**src/rtl/kbc_outport_pkg.sv**
```systemverilog
package kbc_outport_pkg;
  localparam int          PORT_W       = 8;
  localparam int          NIB_W        = 4;
  localparam logic [7:0]  PORT_INIT    = 8'hCF;
  localparam logic [7:0]  STORE_KEEP   = 8'hCF;   // bits 5:4 are mirrors, not stored
  localparam logic [7:0]  CODE_A20_ON  = 8'hDF;
  localparam logic [7:0]  CODE_A20_OFF = 8'hDD;
  localparam logic [3:0]  PULSE_GROUP  = 4'hF;
  localparam int          BIT_RESET    = 0;
  localparam int          BIT_A20      = 1;
  localparam int          BIT_KBD_FULL = 4;
  localparam int          BIT_AUX_FULL = 5;
endpackage

```
**src/rtl/kbc_cmd_decode.sv**
```systemverilog
module kbc_cmd_decode
  import kbc_outport_pkg::*;
(
  input  logic             cmd_en,
  input  logic [7:0]       cmd_code,
  output logic             a20_set,
  output logic             a20_clr,
  output logic             pulse_req,
  output logic [NIB_W-1:0] pulse_sel
);
  always_comb begin
    a20_set   = cmd_en && (cmd_code == CODE_A20_ON);
    a20_clr   = cmd_en && (cmd_code == CODE_A20_OFF);
    pulse_req = cmd_en && (cmd_code[7:4] == PULSE_GROUP);
    // a zero bit in the low nibble selects that port bit
    pulse_sel = ~cmd_code[NIB_W-1:0];
  end
endmodule

```
**src/rtl/kbc_pulse_timer.sv**
```systemverilog
module kbc_pulse_timer
  import kbc_outport_pkg::*;
#(
  parameter int PULSE_CYCLES = 750
) (
  input  logic             clk,
  input  logic             rst,
  input  logic             req,
  input  logic [NIB_W-1:0] sel,
  output logic             start,
  output logic             active,
  output logic [NIB_W-1:0] mask_nxt
);
  localparam int CNT_W = (PULSE_CYCLES > 1) ? $clog2(PULSE_CYCLES) : 1;

  logic             active_q, active_d;
  logic [CNT_W-1:0] cnt_q, cnt_d;
  logic [NIB_W-1:0] mask_q;

  assign start  = req && !active_q && (sel != '0);
  assign active = active_q;

  always_comb begin
    active_d = active_q;
    cnt_d    = cnt_q;
    mask_nxt = mask_q;
    if (start) begin
      active_d = 1'b1;
      cnt_d    = CNT_W'(PULSE_CYCLES - 1);
      mask_nxt = sel;
    end else if (active_q) begin
      if (cnt_q == '0) begin
        active_d = 1'b0;
        mask_nxt = '0;
      end else begin
        cnt_d = cnt_q - 1'b1;
      end
    end
  end

  always_ff @(posedge clk) begin
    if (rst) begin
      active_q <= 1'b0;
      cnt_q    <= '0;
      mask_q   <= '0;
    end else begin
      active_q <= active_d;
      cnt_q    <= cnt_d;
      mask_q   <= mask_nxt;
    end
  end
endmodule

```
**src/rtl/kbc_port_store.sv**
```systemverilog
module kbc_port_store
  import kbc_outport_pkg::*;
(
  input  logic              clk,
  input  logic              rst,
  input  logic              wr_en,
  input  logic [PORT_W-1:0] wr_data,
  input  logic              a20_set,
  input  logic              a20_clr,
  output logic [PORT_W-1:0] store_nxt
);
  logic [PORT_W-1:0] store_q;

  always_comb begin
    store_nxt = store_q;
    if (wr_en)   store_nxt = wr_data & STORE_KEEP;
    if (a20_set) store_nxt[BIT_A20] = 1'b1;
    if (a20_clr) store_nxt[BIT_A20] = 1'b0;
  end

  always_ff @(posedge clk) begin
    if (rst) store_q <= PORT_INIT & STORE_KEEP;
    else     store_q <= store_nxt;
  end
endmodule

```
**src/rtl/kbc_outport.sv**
```systemverilog
module kbc_outport
  import kbc_outport_pkg::*;
#(
  parameter int PULSE_CYCLES = 750
) (
  input  logic       clk,
  input  logic       rst,
  input  logic       wr_en,
  input  logic [7:0] wr_data,
  input  logic       cmd_en,
  input  logic [7:0] cmd_code,
  input  logic       kbd_full,
  input  logic       aux_full,
  output logic [7:0] port_val,
  output logic       a20_gate,
  output logic       cpu_reset_req
);
  logic             a20_set, a20_clr, pulse_req, pulse_start, pulse_active;
  logic [NIB_W-1:0] pulse_sel, mask_nxt;
  logic [7:0]       store_nxt, port_nxt, flag_bits;

  kbc_cmd_decode u_dec (
    .cmd_en    (cmd_en),
    .cmd_code  (cmd_code),
    .a20_set   (a20_set),
    .a20_clr   (a20_clr),
    .pulse_req (pulse_req),
    .pulse_sel (pulse_sel)
  );

  kbc_pulse_timer #(.PULSE_CYCLES(PULSE_CYCLES)) u_pulse (
    .clk      (clk),
    .rst      (rst),
    .req      (pulse_req),
    .sel      (pulse_sel),
    .start    (pulse_start),
    .active   (pulse_active),
    .mask_nxt (mask_nxt)
  );

  kbc_port_store u_store (
    .clk       (clk),
    .rst       (rst),
    .wr_en     (wr_en),
    .wr_data   (wr_data),
    .a20_set   (a20_set),
    .a20_clr   (a20_clr),
    .store_nxt (store_nxt)
  );

  always_comb begin
    flag_bits               = '0;
    flag_bits[BIT_KBD_FULL] = kbd_full;
    flag_bits[BIT_AUX_FULL] = aux_full;
    port_nxt = (store_nxt & ~{{(PORT_W-NIB_W){1'b0}}, mask_nxt}) | flag_bits;
  end

  always_ff @(posedge clk) begin
    if (rst) begin
      port_val      <= PORT_INIT;
      a20_gate      <= PORT_INIT[BIT_A20];
      cpu_reset_req <= 1'b0;
    end else begin
      port_val      <= port_nxt;
      a20_gate      <= port_nxt[BIT_A20];
      cpu_reset_req <= (wr_en && !wr_data[BIT_RESET]) ||
                       (pulse_start && pulse_sel[BIT_RESET]);
    end
  end
endmodule

```
**config.mk**
```make
export PLATFORM = sky130hd
export DESIGN_NAME = kbc_outport
export DESIGN_NICKNAME = d
export VERILOG_FILES = /design/src/rtl/kbc_outport_pkg.sv /design/src/rtl/kbc_cmd_decode.sv /design/src/rtl/kbc_pulse_timer.sv /design/src/rtl/kbc_port_store.sv /design/src/rtl/kbc_outport.sv
export SDC_FILE = /design/constraint.sdc
export NUM_CORES = 1
export LEC_CHECK = 0
export CORE_MARGIN = 4
export CORE_UTILIZATION = 55
export CTS_CLUSTER_SIZE = 20
export DETAILED_ROUTE_END_ITERATION = 12
export DONT_BUFFER_PORTS = 1
export GPL_ROUTABILITY_DRIVEN = 0
export PLACE_DENSITY = 0.8
export RECOVER_POWER = 25
export SLEW_MARGIN = 25
export SYNTH_ARGS = -nofsm -noshare
export SYNTH_HDL_FRONTEND = slang
export SYNTH_SLANG_ARGS = --single-unit
```
**constraint.sdc**
```tcl
create_clock -name clk -period 1.4 [get_ports clk]
set_input_delay 0.14 -clock clk [delete_from_list [all_inputs] [get_ports clk]]
set_output_delay 0.14 -clock clk [all_outputs]
set_load 0.02 [all_outputs]
```
### Word-level counts from Yosys, hierarchy flattened

Cells that the tools add are included.

| operators by class | value |
|---|---|
| reductions and logical operators | 16 |
| muxes and demuxes | 12 |
| equal/unequal tests | 4 |
| bitwise operators | 5 |
| add/sub/neg operators | 1 |

Operators with widths:

| kind | count |
|---|---|
| $mux W10 | 3 |
| $eq A8 B8 Y1 const B | 2 |
| $mux W4 | 3 |
| $logic_not A10 Y1 | 1 |
| $sub A10 B1 Y10 const B | 1 |
| $and A8 B8 Y8 | 1 |
| $mux W8 | 1 |
| $not A4 Y8 | 1 |
| $or A8 B6 Y8 | 1 |
| $logic_and A1 B1 Y1 | 7 |
| $mux W1 | 5 |
| $eq A4 B4 Y1 const B | 1 |
| $not A4 Y4 | 1 |
| $reduce_and A2 Y1 | 2 |
| $reduce_bool A4 Y1 | 1 |
| $logic_not A1 Y1 | 2 |
| $ne A2 B2 Y1 const B | 1 |
| $reduce_bool A2 Y1 | 1 |
| $reduce_or A2 Y1 | 1 |
| $logic_or A1 B1 Y1 | 1 |
| $not A1 Y1 | 1 |

| storage, ports and cells | value |
|---|---|
| word-level logic and storage cells | 46 |
| bits of input ports | 22 |
| bits in registers | 33 |
| output and inout bits | 10 |

### Logic depth before layout (Yosys ltp)

Gate-level depths: netlist (run 1).

| logic depth | value |
|---|---|
| depth after elaboration | 8 |
| gate-level depth with buffers | 7 |
| gate-level depth less buffers | 6 |

### Modules after synthesis

From an unflattened synthesis (run 1), not the netlist that was laid out.

| second synthesis, totals | value |
|---|---|
| cell total of the unflattened synthesis | 157 |
| area total of the unflattened synthesis | 1,433.9 um^2 |

By module, submodules not included:

| module | instances | sequential area each (um^2) | area an instance (um^2) | cells an instance |
|---|---|---|---|---|
| kbc_pulse_timer | 1 | 300.3 | 753.2 | 90 |
| kbc_port_store | 1 | 160.2 | 341.6 | 29 |
| kbc_outport | 1 | 180.2 | 291.5 | 28 |
| kbc_cmd_decode | 1 | 0.0 | 47.5 | 10 |

### Worst setup path before layout (run 1)

No wires, ideal clock.

| path | value |
|---|---|
| kind | register to register |
| start point | register u_pulse.cnt_q[0] |
| end point | register u_pulse.cnt_q[6] |
| path slack | -0.104 ns |
| arrival | 1.430 ns |
| buffers on the path | 1 |
| library setup time | 0.074 ns |
| period minus slack after synthesis | 1.504 ns |
| required time | 1.326 ns |
| cell stages (with the launch flop) | 8 |
| cells stage by stage | dfxtp_1 > inv_1 > ha_1 > clkbuf_2 > and4bb_2 > nand2_1 > or3_1 > a31oi_1 |

| on the way | value |
|---|---|
| word-level cells in the longest chain between the ends | 4 |
| elaborated cells on any way between the ends | 7 |
| classes of those cells | 1 x add/sub; 1 x eq/ne; 3 x mux; 2 x reduce/logical |

RTL lines:

| element | line | source |
|---|---|---|
| start, declared | kbc_pulse_timer.sv:17 | `logic [CNT_W-1:0] cnt_q, cnt_d;` |
| start signal, assigned | kbc_pulse_timer.sv:48 | `cnt_q <= cnt_d;` |
| $sub A10 B1 Y10 | kbc_pulse_timer.sv:36 | `cnt_d = cnt_q - 1'b1;` |
| $mux W10 | kbc_pulse_timer.sv:32 | `if (cnt_q == '0) begin` |
| $mux W10 | kbc_pulse_timer.sv:31 | `end else if (active_q) begin` |
| $mux W10 | kbc_pulse_timer.sv:27 | `if (start) begin` |

Parallel ways exist; a longest one is shown, timed or not. The select of a mux whose other input is x is not followed.
A chain may end at the register's enable or synchronous reset.

### Worst setup path after layout (run 1)

| path | value |
|---|---|
| start point | register u_pulse.cnt_q[3] |
| end point | register u_pulse.cnt_q[5] |

The elaborated chain is that of the path after synthesis.

==> results of run 1 <==
[state kept, by name, summed over array words and instances (netlist names)]
register,cells
u_pulse.cnt_q,10
u_store.store_q,6
u_pulse.mask_q,4
port_val,8
u_pulse.active,1
cpu_reset_req,1
[per-layer routing]
metal  vias up  share of wire  wire [um]  global-route usage
li1        539              -          -                   -
met1       537           0.41       1260              0.2160
met2        23           0.54       1656              0.3210
met3         2          0.042        129             0.07466
met4         0         0.0046         14             0.06954
met5         -              0          0                   0
[worst paths after layout]
check | depth (start not counted) | to | slack, ns
worst max-delay path | 3 | u_pulse.cnt_q[5]$_SDFFE_PP0P_ | -0.09
worst min-delay path | 1 | u_pulse.cnt_q[2]$_SDFFE_PP0P_ | -0.13
worst min register to register | 2 | u_pulse.mask_q[2]$_SDFF_PP0_ | 0.46
worst max register to register | 3 | u_pulse.cnt_q[5]$_SDFFE_PP0P_ | -0.09
[cells by family after synthesis]
logic type | Yosys count | synth area share
buffers and inverters | 15 | 0.07162
adders and majority gates | 1 | 0.009301
and+or+nand+nor | 51 | 0.2391
muxes | 11 | 0.08558
AOI/OAI and AO/OA | 27 | 0.1414
DFF | 30 | 0.4465
xor gates and xnor gates | 1 | 0.006513
[critical path: cells and delay by family (launching register included)]
kind / cells / cell delay, ns
simple gates: 1 / 0.59
flops: 1 / 0.36
compound gates: 2 / 0.47
[metrics by stage]
stage | instance area (um2) | setup TNS, ns | hold slack [ns] | setup slack (ns)
2_1_floorplan | 1373 | -0.2676 | 0.2498 | -0.05339
3_3_place_gp | 1431 | -0.06799 | 0.2043 | -0.03442
3_5_place_dp | 1431 | -0.3682 | 0.2062 | -0.08468
4_1_cts | 1608 | -0.3455 | -0.1392 | -0.07089
5_1_grt | 1714 | -0.6774 | -0.1478 | -0.1305
6_report | 1714 | -0.3263 | -0.1283 | -0.08978
[power by group]
| part | leakage [nW] | total [mW] | switching (mW) | internal (mW) |
|---|---|---|---|---|
| sequential | 0.249 | 0.921 | 0.0394 | 0.882 |
| combinational | 0.368 | 0.162 | 0.0683 | 0.0936 |
| clock | 0.0353 | 0.524 | 0.281 | 0.243 |
[Yosys cell counts (all sizes together) (2+ instances only)]
cell	number
nand3	8
nand2	7
a21o	2
nor2b	2
clkbuf	6
nor4	2
a31oi	5
or3	2
mux2i	7
inv	4
mux2	4
nor2	7
and2	2
dfxtp	30
a31o	3
buf	4
nand2b	7
nor3	6
a21oi	11
nand4	2
[repair_timing]
action / CTS / global route
buffers inserted: 3 / 3
pin swaps: 4 / 7
gates resized for setup: 9 / 18
hold endpoints to repair: 23 / 18
endpoints found under the setup margin: 10 / 19
[final cells by class]
type	count	area share
multi-input cells	91	0.4307
well taps	28	0.02044
clock buffers	7	0.03212
flip-flops and latches	30	0.3569
repair buffers	29	0.1460
inverters	5	0.01095
clock inverters	1	0.002920
==> impl_results.md, run 1 <==
* Status: complete, but fails checks
* Violated checks: hold timing, setup timing
* Pins Over Slew Limit at 0
* Net count after synthesis at between 150 and 200
* Post-synthesis cell type count at 42
* Cells after Synth at 136
* Crit path max fanout at 4
* Core ar. at 2276 um2
* Setup Viol. Count Final at 6
* DRT iter0 DRCs at 30
* DR vias/cell at 5.764
* Initial antenna violation count at 0
* CP max stage cell: or4_4
* Clock sinks at 30
* Synthesized flop and latch total at 30
* Largest net degree at the start of global routing at 22
* Pre-antenna DRT Iters at 4
* Fin Clk Skew at 0.008268 ns
* Register area share after synthesis at 0.4465
* Post-route ant nets at 0
* Hold Vio Cnt, Final at 18
* First-pass GRT wire length at 4995 um
* CTS tree: done
* Worst hold margin at -0.1283 ns
* RSZ-0062 raised after global routing: true
* Via Count at around 1,100
* Post-layout util at 0.7532
* Finished Layout Cells at 191
* Cts-stage hold buffer count at 7
* Worst Setup SP: u_pulse.cnt_q[3]$_SDFFE_PP0P_
* Placed insts at 170
* Most frequent cells in the layout: dfxtp_1 (23), buf_4 (18), a21oi_1 (11)
* Critical Path, Cell by Cell: or4_4, a211o_2, a31oi_1
* Number of I/O port buffers at 0
* Final period util at 1.064
* Async SR Flop Fraction at 0
* Die width at about 57 um
* Post-synth top area cell: dfxtp_1
* Chip Height at between 50 and 60 um
* Peak VDD IR at ~0.97 mV
* # IOs at 32
* Commonest non-fill, non-tap cell in the layout: dfxtp_1
* Power density over cell area at 937.5 nW/um2
* Crit. End Element: flip-flop
* Synth Area per Inst at 9.890 um2
* Synth warnings at 0
* Yosys top cell area share at 0.4465
* Clk root buf: clkbuf_4
* Post-route minimum period at 1.490 ns
* Worst EP required at 1.65 ns
* Ranking of synthesized cells by area: dfxtp_1 (45%), mux2i_1 (5.2%), a21oi_1 (4.1%)
* Crit Path Class: flip-flop to flip-flop
* Max Cap Viol at 0
* Fill count at between 150 and 200
* # DRC at 0
* Clock buffer depth at 2
* Slew headroom at 0.7201
* Hold Crit Start: rst
* Fin nets at 185
* Multi-input logic area at between 700 and 800 um2
* Critical path's largest stage delay at 0.59 ns
* Row count at 17
* Final Total Pwr at 1.607 mW
* Worst path arrival time at ~1.7 ns
* Effective utilization at floorplan at 0.5910
* Global Route Usage Sum at 0.1903
* Vias in the first global route at 1,141
* F_max at 0.6712 GHz
* Worst setup SP type: flip-flop
* Leakage power at 0.6527 nW
* R2R Path Start: u_pulse.cnt_q[3]$_SDFFE_PP0P_
* Diode count at 0
* Slew at the pin closest to its max-slew limit at approximately 0.41 ns
* Layout cells sized above 1 at 0.4049
* Post-synthesis cell area at 1345 um2
* Skew-Pair Late Insertion Delay at 0.31 ns
* H-tree levels at 2
* Final HPWL DP at 1911 um
* Reg clk slew, reported paths at ~0.09 ns
* Die Footprint at 3301 um2
* DR WL/cell at 16.03 um
* Reg area at 611.8 um2
* Synth-to-layout area growth at 27.44%
* Type of the worst min-delay path: input pin to flip-flop
* CTS buffer count at 5
* Prevailing post-synth register cell: dfxtp_1
* Final setup margin at -0.08978 ns
* EDFF count, synth at 0
* Grt total ovfl at 0
* Total routed wirelength at 3061 um
Power figures use the tool's default switching activity.
==> run 2: changes to the inputs <==
--- a/config.mk
+++ b/config.mk
@@ -5,6 +5,7 @@
 export SDC_FILE = /design/constraint.sdc
 export NUM_CORES = 1
 export LEC_CHECK = 0
+export ABC_CLOCK_PERIOD_IN_PS = 1400
 export CORE_MARGIN = 4
 export CORE_UTILIZATION = 55
 export CTS_CLUSTER_SIZE = 20
==> constraint.sdc (replaced) <==
create_clock -name clk -period 1.4 [get_ports clk]
set_input_delay 0.14 -clock clk [delete_from_list [all_inputs] [get_ports clk]]
set_output_delay 0.14 -clock clk [all_outputs]
set_load 0.1 [all_outputs]
==> run 2 against run 1 <==
  * The flow still finishes with violations (hold timing, setup timing)
  * Maximum frequency rose by 3.0%
  * Combinational power is 93% higher
  * Non-clock buffer count rose by 9
  * Largest cell class unchanged
  * Largest power group unchanged
==> impl_results.md, run 2 (same netlist as run 1, synthesis figures left out) <==
* Status: complete, but fails checks
* Final HPWL DP at 2136 um
* Most frequent cells in the layout: buf_4 (30), dfxtp_1 (23), a21oi_1 (11)
* Global Route Usage Sum at 0.2148
* Die width at between 50 and 60 um
* Final setup margin at -0.04636 ns
* H-tree levels at 2
* Hold Vio Cnt, Final at 18
* Row count at 17
* Final Total Pwr at 1.782 mW
* Crit. End Element: flip-flop
* DR vias/cell at 5.715
* Clk root buf: clkbuf_4
* Crit path max fanout at 3
* Via Count at ~1,100
* Critical Path, Cell by Cell: inv_2, ha_4, and4bb_2, nand2_2, or3_1, a31oi_1
* Initial antenna violation count at 0
* Power density over cell area at between 1000 and 1500 nW/um2
* Die Footprint at 3301 um2
* Reg clk slew, reported paths at 0.11 ns
* R2r setup slk at -0.05 ns
* Fin nets at between 150 and 200
* Violated checks: hold timing, setup timing
* Vias in the first global route at 1,224
* Largest Register: u_pulse.cnt_q
* Clock buffer depth at 2
* Slew at the pin closest to its max-slew limit at 0.3087 ns
* F_max at 0.6914 GHz
* RSZ-0062 raised after global routing: true
* Post-route minimum period at 1.446 ns
* Final period util at 1.033
* Largest net degree at the start of global routing at 22
* Diode count at 0
* Synth-to-layout area growth at 29.77%
* Pre-antenna DRT Iters at 4
* Critical path's largest stage delay at about 0.35 ns
* Chip Height at 57.45 um
* First-pass GRT wire length at ~5400 um
* Effective utilization at floorplan at 0.5910
* Max Cap Viol at 0
* Worst EP required at 1.67 ns
* Post-route ant nets at 0
* DRT iter0 DRCs at 26
* Type of the worst min-delay path: input pin to flip-flop
* # IOs at 32
* Layout cells sized above 1 at 0.4186
* Pins Over Slew Limit at 0
* Fin Clk Skew at about 0.014 ns
* Slew headroom at 0.7927
* Worst path arrival time at 1.71 ns
* CTS tree: done
* Number of I/O port buffers at 0
* Setup Viol. Count Final at 6
* Max FFs per register at 10
* Worst setup SP type: flip-flop
* Peak VDD IR at between 0.9 and 1 mV
* Crit Path Class: flip-flop to flip-flop
* Skew-Pair Late Insertion Delay at 0.33 ns
* CP max stage cell: dfxtp_2
* Commonest non-fill, non-tap cell in the layout: buf_4
* CTS buffer count at 5
* DR WL/cell at 15.74 um
* Total routed wirelength at around 3100 um
* Top Registers: u_pulse.cnt_q x10, port_val x8, u_store.store_q x6
* Worst hold margin at -0.1451 ns
* Leakage power at between 0.6 and 0.7 nW
* Cts-stage hold buffer count at 7
* Grt total ovfl at 0
* # DRC at 0
* Core ar. at 2276 um2
* Clock sinks at 30
run 2: changes by cell type in the layout (fill, tap and decap cells not counted), sizes merged:
cell | before | now
buf | 22 | 31
clkinvlp | 0 | 1
clkbuf | 7 | 6
run 2: final cells by class:
type	count	area, um2
clock buffers	6	51.30
inverters	5	18.77
fillers	137	530.5
multi-input cells	91	703.2
repair buffers	38	315.3
flip-flops and latches	30	609.3
well taps	28	35.03
clock inverters	2	12.51
run 2: worst paths after layout:
kind,endpoint,startpoint,cells past startpoint
max,u_pulse.cnt_q[6]$_SDFFE_PP0P_,u_pulse.cnt_q[1]$_SDFFE_PP0P_,6
max reg2reg,u_pulse.cnt_q[6]$_SDFFE_PP0P_,u_pulse.cnt_q[1]$_SDFFE_PP0P_,6
min,u_pulse.cnt_q[9]$_SDFFE_PP0P_,rst,1
min reg2reg,u_pulse.mask_q[3]$_SDFF_PP0_,u_pulse.mask_q[3]$_SDFF_PP0_,2
run 2: what timing repair did:
| item | in CTS | in global routing |
|---|---|---|
| setup buffers | 3 | 0 |
| gates resized for setup | 6 | 5 |
| hold endpoints to repair | 23 | 18 |
| endpoints found under the setup margin | 11 | 17 |
| pin swaps | 4 | 4 |
run 2: per-layer routing:
| metal | global-route usage | wire, um | vias to the layer above |
|---|---|---|---|
| met5 | 0 | 0 | - |
| met4 | 0.1258 | 82 | 0 |
| met3 | 0.07466 | 143 | 10 |
| met2 | 0.3613 | 1606 | 35 |
| met1 | 0.2307 | 1314 | 542 |
| li1 | - | - | 556 |
run 2: through the flow:
step | instances | setup WS (ns) | instance area, um2 | TNS, ns | utilization
CTS | 200 | -0.05207 | 1730 | -0.1479 | 0.7603
floorplan | 136 | -0.08283 | 1396 | -0.3635 | -
finish | 200 | -0.04636 | 1745 | -0.1330 | 0.7669
global placement | 182 | -0.07049 | 1558 | -0.1980 | 0.6844
global route | 200 | -0.1174 | 1745 | -0.6966 | 0.7669
detailed placement | 182 | -0.1718 | 1558 | -0.7469 | 0.6844
run 2: worst max-delay path: cells and delay by family (launching register included):
kind                     cells  cell delay (ns)
AO/OA/AOI/OAI                1             0.18
adder cells (fa/ha/maj)      1             0.15
buffers and inverters        1             0.07
flip-flops                   1             0.35
AND/OR/NAND/NOR              3             0.64
run 2: power breakdown:
part | total [mW] | switching [mW] | internal [mW] | leakage, nW
Clock | 0.570 | 0.329 | 0.241 | 0.0343
Sequential | 0.899 | 0.0150 | 0.884 | 0.248
Combinational | 0.313 | 0.199 | 0.114 | 0.407
Total | 1.78 | 0.542 | 1.24 | 0.689
==> run 3: changes to the inputs <==
--- a/config.mk
+++ b/config.mk
@@ -5,14 +5,14 @@
 export SDC_FILE = /design/constraint.sdc
 export NUM_CORES = 1
 export LEC_CHECK = 0
-export ABC_CLOCK_PERIOD_IN_PS = 1400
+export ABC_CLOCK_PERIOD_IN_PS = 1650
 export CORE_MARGIN = 4
-export CORE_UTILIZATION = 55
+export CORE_UTILIZATION = 60
 export CTS_CLUSTER_SIZE = 20
 export DETAILED_ROUTE_END_ITERATION = 12
 export DONT_BUFFER_PORTS = 1
 export GPL_ROUTABILITY_DRIVEN = 0
-export PLACE_DENSITY = 0.8
+export PLACE_DENSITY = 0.83
 export RECOVER_POWER = 25
 export SLEW_MARGIN = 25
 export SYNTH_ARGS = -nofsm -noshare
==> constraint.sdc (replaced) <==
create_clock -name clk -period 1.65 [get_ports clk]
set_input_delay 0.165 -clock clk [delete_from_list [all_inputs] [get_ports clk]]
set_output_delay 0.165 -clock clk [all_outputs]
set_load 0.1 [all_outputs]
==> run 3 against run 2 <==
  * The flow now finishes without violations
  * Non-clock buffer count fell by 18
  * Register-to-register slack improved by 0.17 ns
  * Hold slack improved by 0.17 ns
  * First-iteration DRC count fell by 42%
==> impl_results.md, run 3 (same netlist as run 1, synthesis figures left out) <==
* Status: finished clean
* Type of the worst min-delay path: input pin to flip-flop
* Via Count at roughly 1,100
* Top Registers: u_pulse.cnt_q x10, port_val x8, u_store.store_q x6
* Highest metal used: met4
* Pre-CTS WS at between 0.1 and 0.15 ns
* Metal2 WL at 1374 um
* Post-route setup TNS at 0 ns
* Chip Height at around 55 um
* Effective utilization at floorplan at 0.6587
* Synth-to-layout area growth at 13.86%
* Final period util at 0.9247
* Clock sinks at 30
* Worst setup SP type: flip-flop
* DRT iter0 DRCs at 15
* Setup Viol. Count Final at 0
* Length of routed wiring on met1 at between 1000 and 1500 um
* Hold Vio Cnt, Final at 0
* Max FFs per register at 10
* DR WL met3 at 210 um
* Global Route Usage Sum at 0.2055
* Largest net degree at the start of global routing at 19
* RSZ-0062 raised after global routing: false
* Final HPWL DP at 2018 um
* Fin nets at 176
* CTS buffer count at 5
* Die width at between 50 and 60 um
* Skew-Pair Late Insertion Delay at around 0.33 ns
* Most frequent cells in the layout: dfxtp_1 (28), buf_4 (12), a21oi_1 (11)
* Max Cap Viol at 0
* Commonest non-fill, non-tap cell in the layout: dfxtp_1
* Crit path max fanout at 8
* DR WL/cell at 15.91 um
* Reg area at between 600 and 700 um2
* Crit. End Element: flip-flop
* Worst hold margin at 0.02110 ns
* Core ar. at slightly above 2000 um2
* Multi-input logic area at 650.6 um2
* # DRC at 0
* Grt total ovfl at 0
* Die Footprint at 3063 um2
* Leakage power at 0.5851 nW
* Fin Clk Skew at approximately 0.0085 ns
* Fill count at 152
* Post-DP Area at 1405 um2
* First-pass GRT wire length at between 4000 and 5000 um
* F_max at 0.6554 GHz
* Reg clk slew, reported paths at ~0.090 ns
* Worst EP required at approximately 1.8 ns
* Worst path arrival time at 1.72 ns
* Final setup margin at 0.1242 ns
* Largest Register: u_pulse.cnt_q
* Post-route minimum period at 1.526 ns
* Clk root buf: clkbuf_4
* R2r setup slk at 0.12 ns
* Clock buffer depth at 2
* Vias in the first global route at 1,099
* Pins Over Slew Limit at 0
* Row count at 16
* # IOs at 32
* Pre-antenna DRT Iters at 5
* Power density over cell area at approximately 900 nW/um2
* Total routed wirelength at about 2900 um
* DR vias/cell at 5.872
* Peak VDD IR at 0.8244 mV
* Final Instance Area at 1531 um2
* Layout cells sized above 1 at 0.2549
* Slew at the pin closest to its max-slew limit at about 0.7 ns
* H-tree levels at 2
* Diode count at 0
* Post-route ant nets at 0
* Initial antenna violation count at 0
* Final Total Pwr at 1.394 mW
* Number of I/O port buffers at 0
* Slew headroom at 0.5438
* CTS tree: done
* Crit Path Class: flip-flop to flip-flop
run 3: changes by cell type in the layout (fill, tap and decap cells not counted), sizes merged:
cell,before,now
buf,31,13
clkbuf,6,7
clkinvlp,1,0
clkinv,2,1
run 3: worst paths after layout:
kind | start | end | cells after the start
max | u_pulse.cnt_q[2]$_SDFFE_PP0P_ | u_pulse.cnt_q[9]$_SDFFE_PP0P_ | 4
min | wr_data[0] | cpu_reset_req$_SDFF_PP0_ | 2
max reg2reg | u_pulse.cnt_q[2]$_SDFFE_PP0P_ | u_pulse.cnt_q[9]$_SDFFE_PP0P_ | 4
min reg2reg | u_pulse.mask_q[3]$_SDFF_PP0_ | u_pulse.mask_q[3]$_SDFF_PP0_ | 2
run 3: per-layer routing:
| layer | vias up | global-route usage |
|---|---|---|
| met5 | - | 0 |
| met4 | 0 | 0.1007 |
| met3 | 8 | 0.07459 |
| met2 | 38 | 0.3345 |
| met1 | 488 | 0.2364 |
| li1 | 523 | - |
run 3: final cells by class:
type | instances | share of cell area
clock buffer | 7 | 0.02941
tap | 27 | 0.02206
multi-input combinational | 91 | 0.4248
inverter | 5 | 0.01225
sequential | 30 | 0.3938
timing repair buffer | 20 | 0.1176
run 3: report_power, final:
part           internal (mW)  switching, mW  total, mW
sequential             0.749         0.0146      0.764
combinational         0.0792          0.166      0.245
clock                  0.160          0.225      0.385
total                  0.988          0.405       1.39
run 3: timing repair:
action	in CTS	in global routing
endpoints found under the setup margin	0	5
setup buffers	0	1
endpoints found under the hold margin	23	0
gates resized for setup	0	2
hold buffers	7	0
run 3: critical path, stage by stage (launching register included):
cell and delay, ns:
dfxtp_2 0.37, or4_4 0.57, nor3_2 0.19, mux2i_1 0.19, a21oi_1 0.08
run 3: through the flow:
stage                     utilization  cells
final                          0.7500    180
after global routing           0.7500    180
after CTS                      0.7445    179
after detailed placement       0.6881    165
after global placement         0.6881    165
after floorplan                     -    136
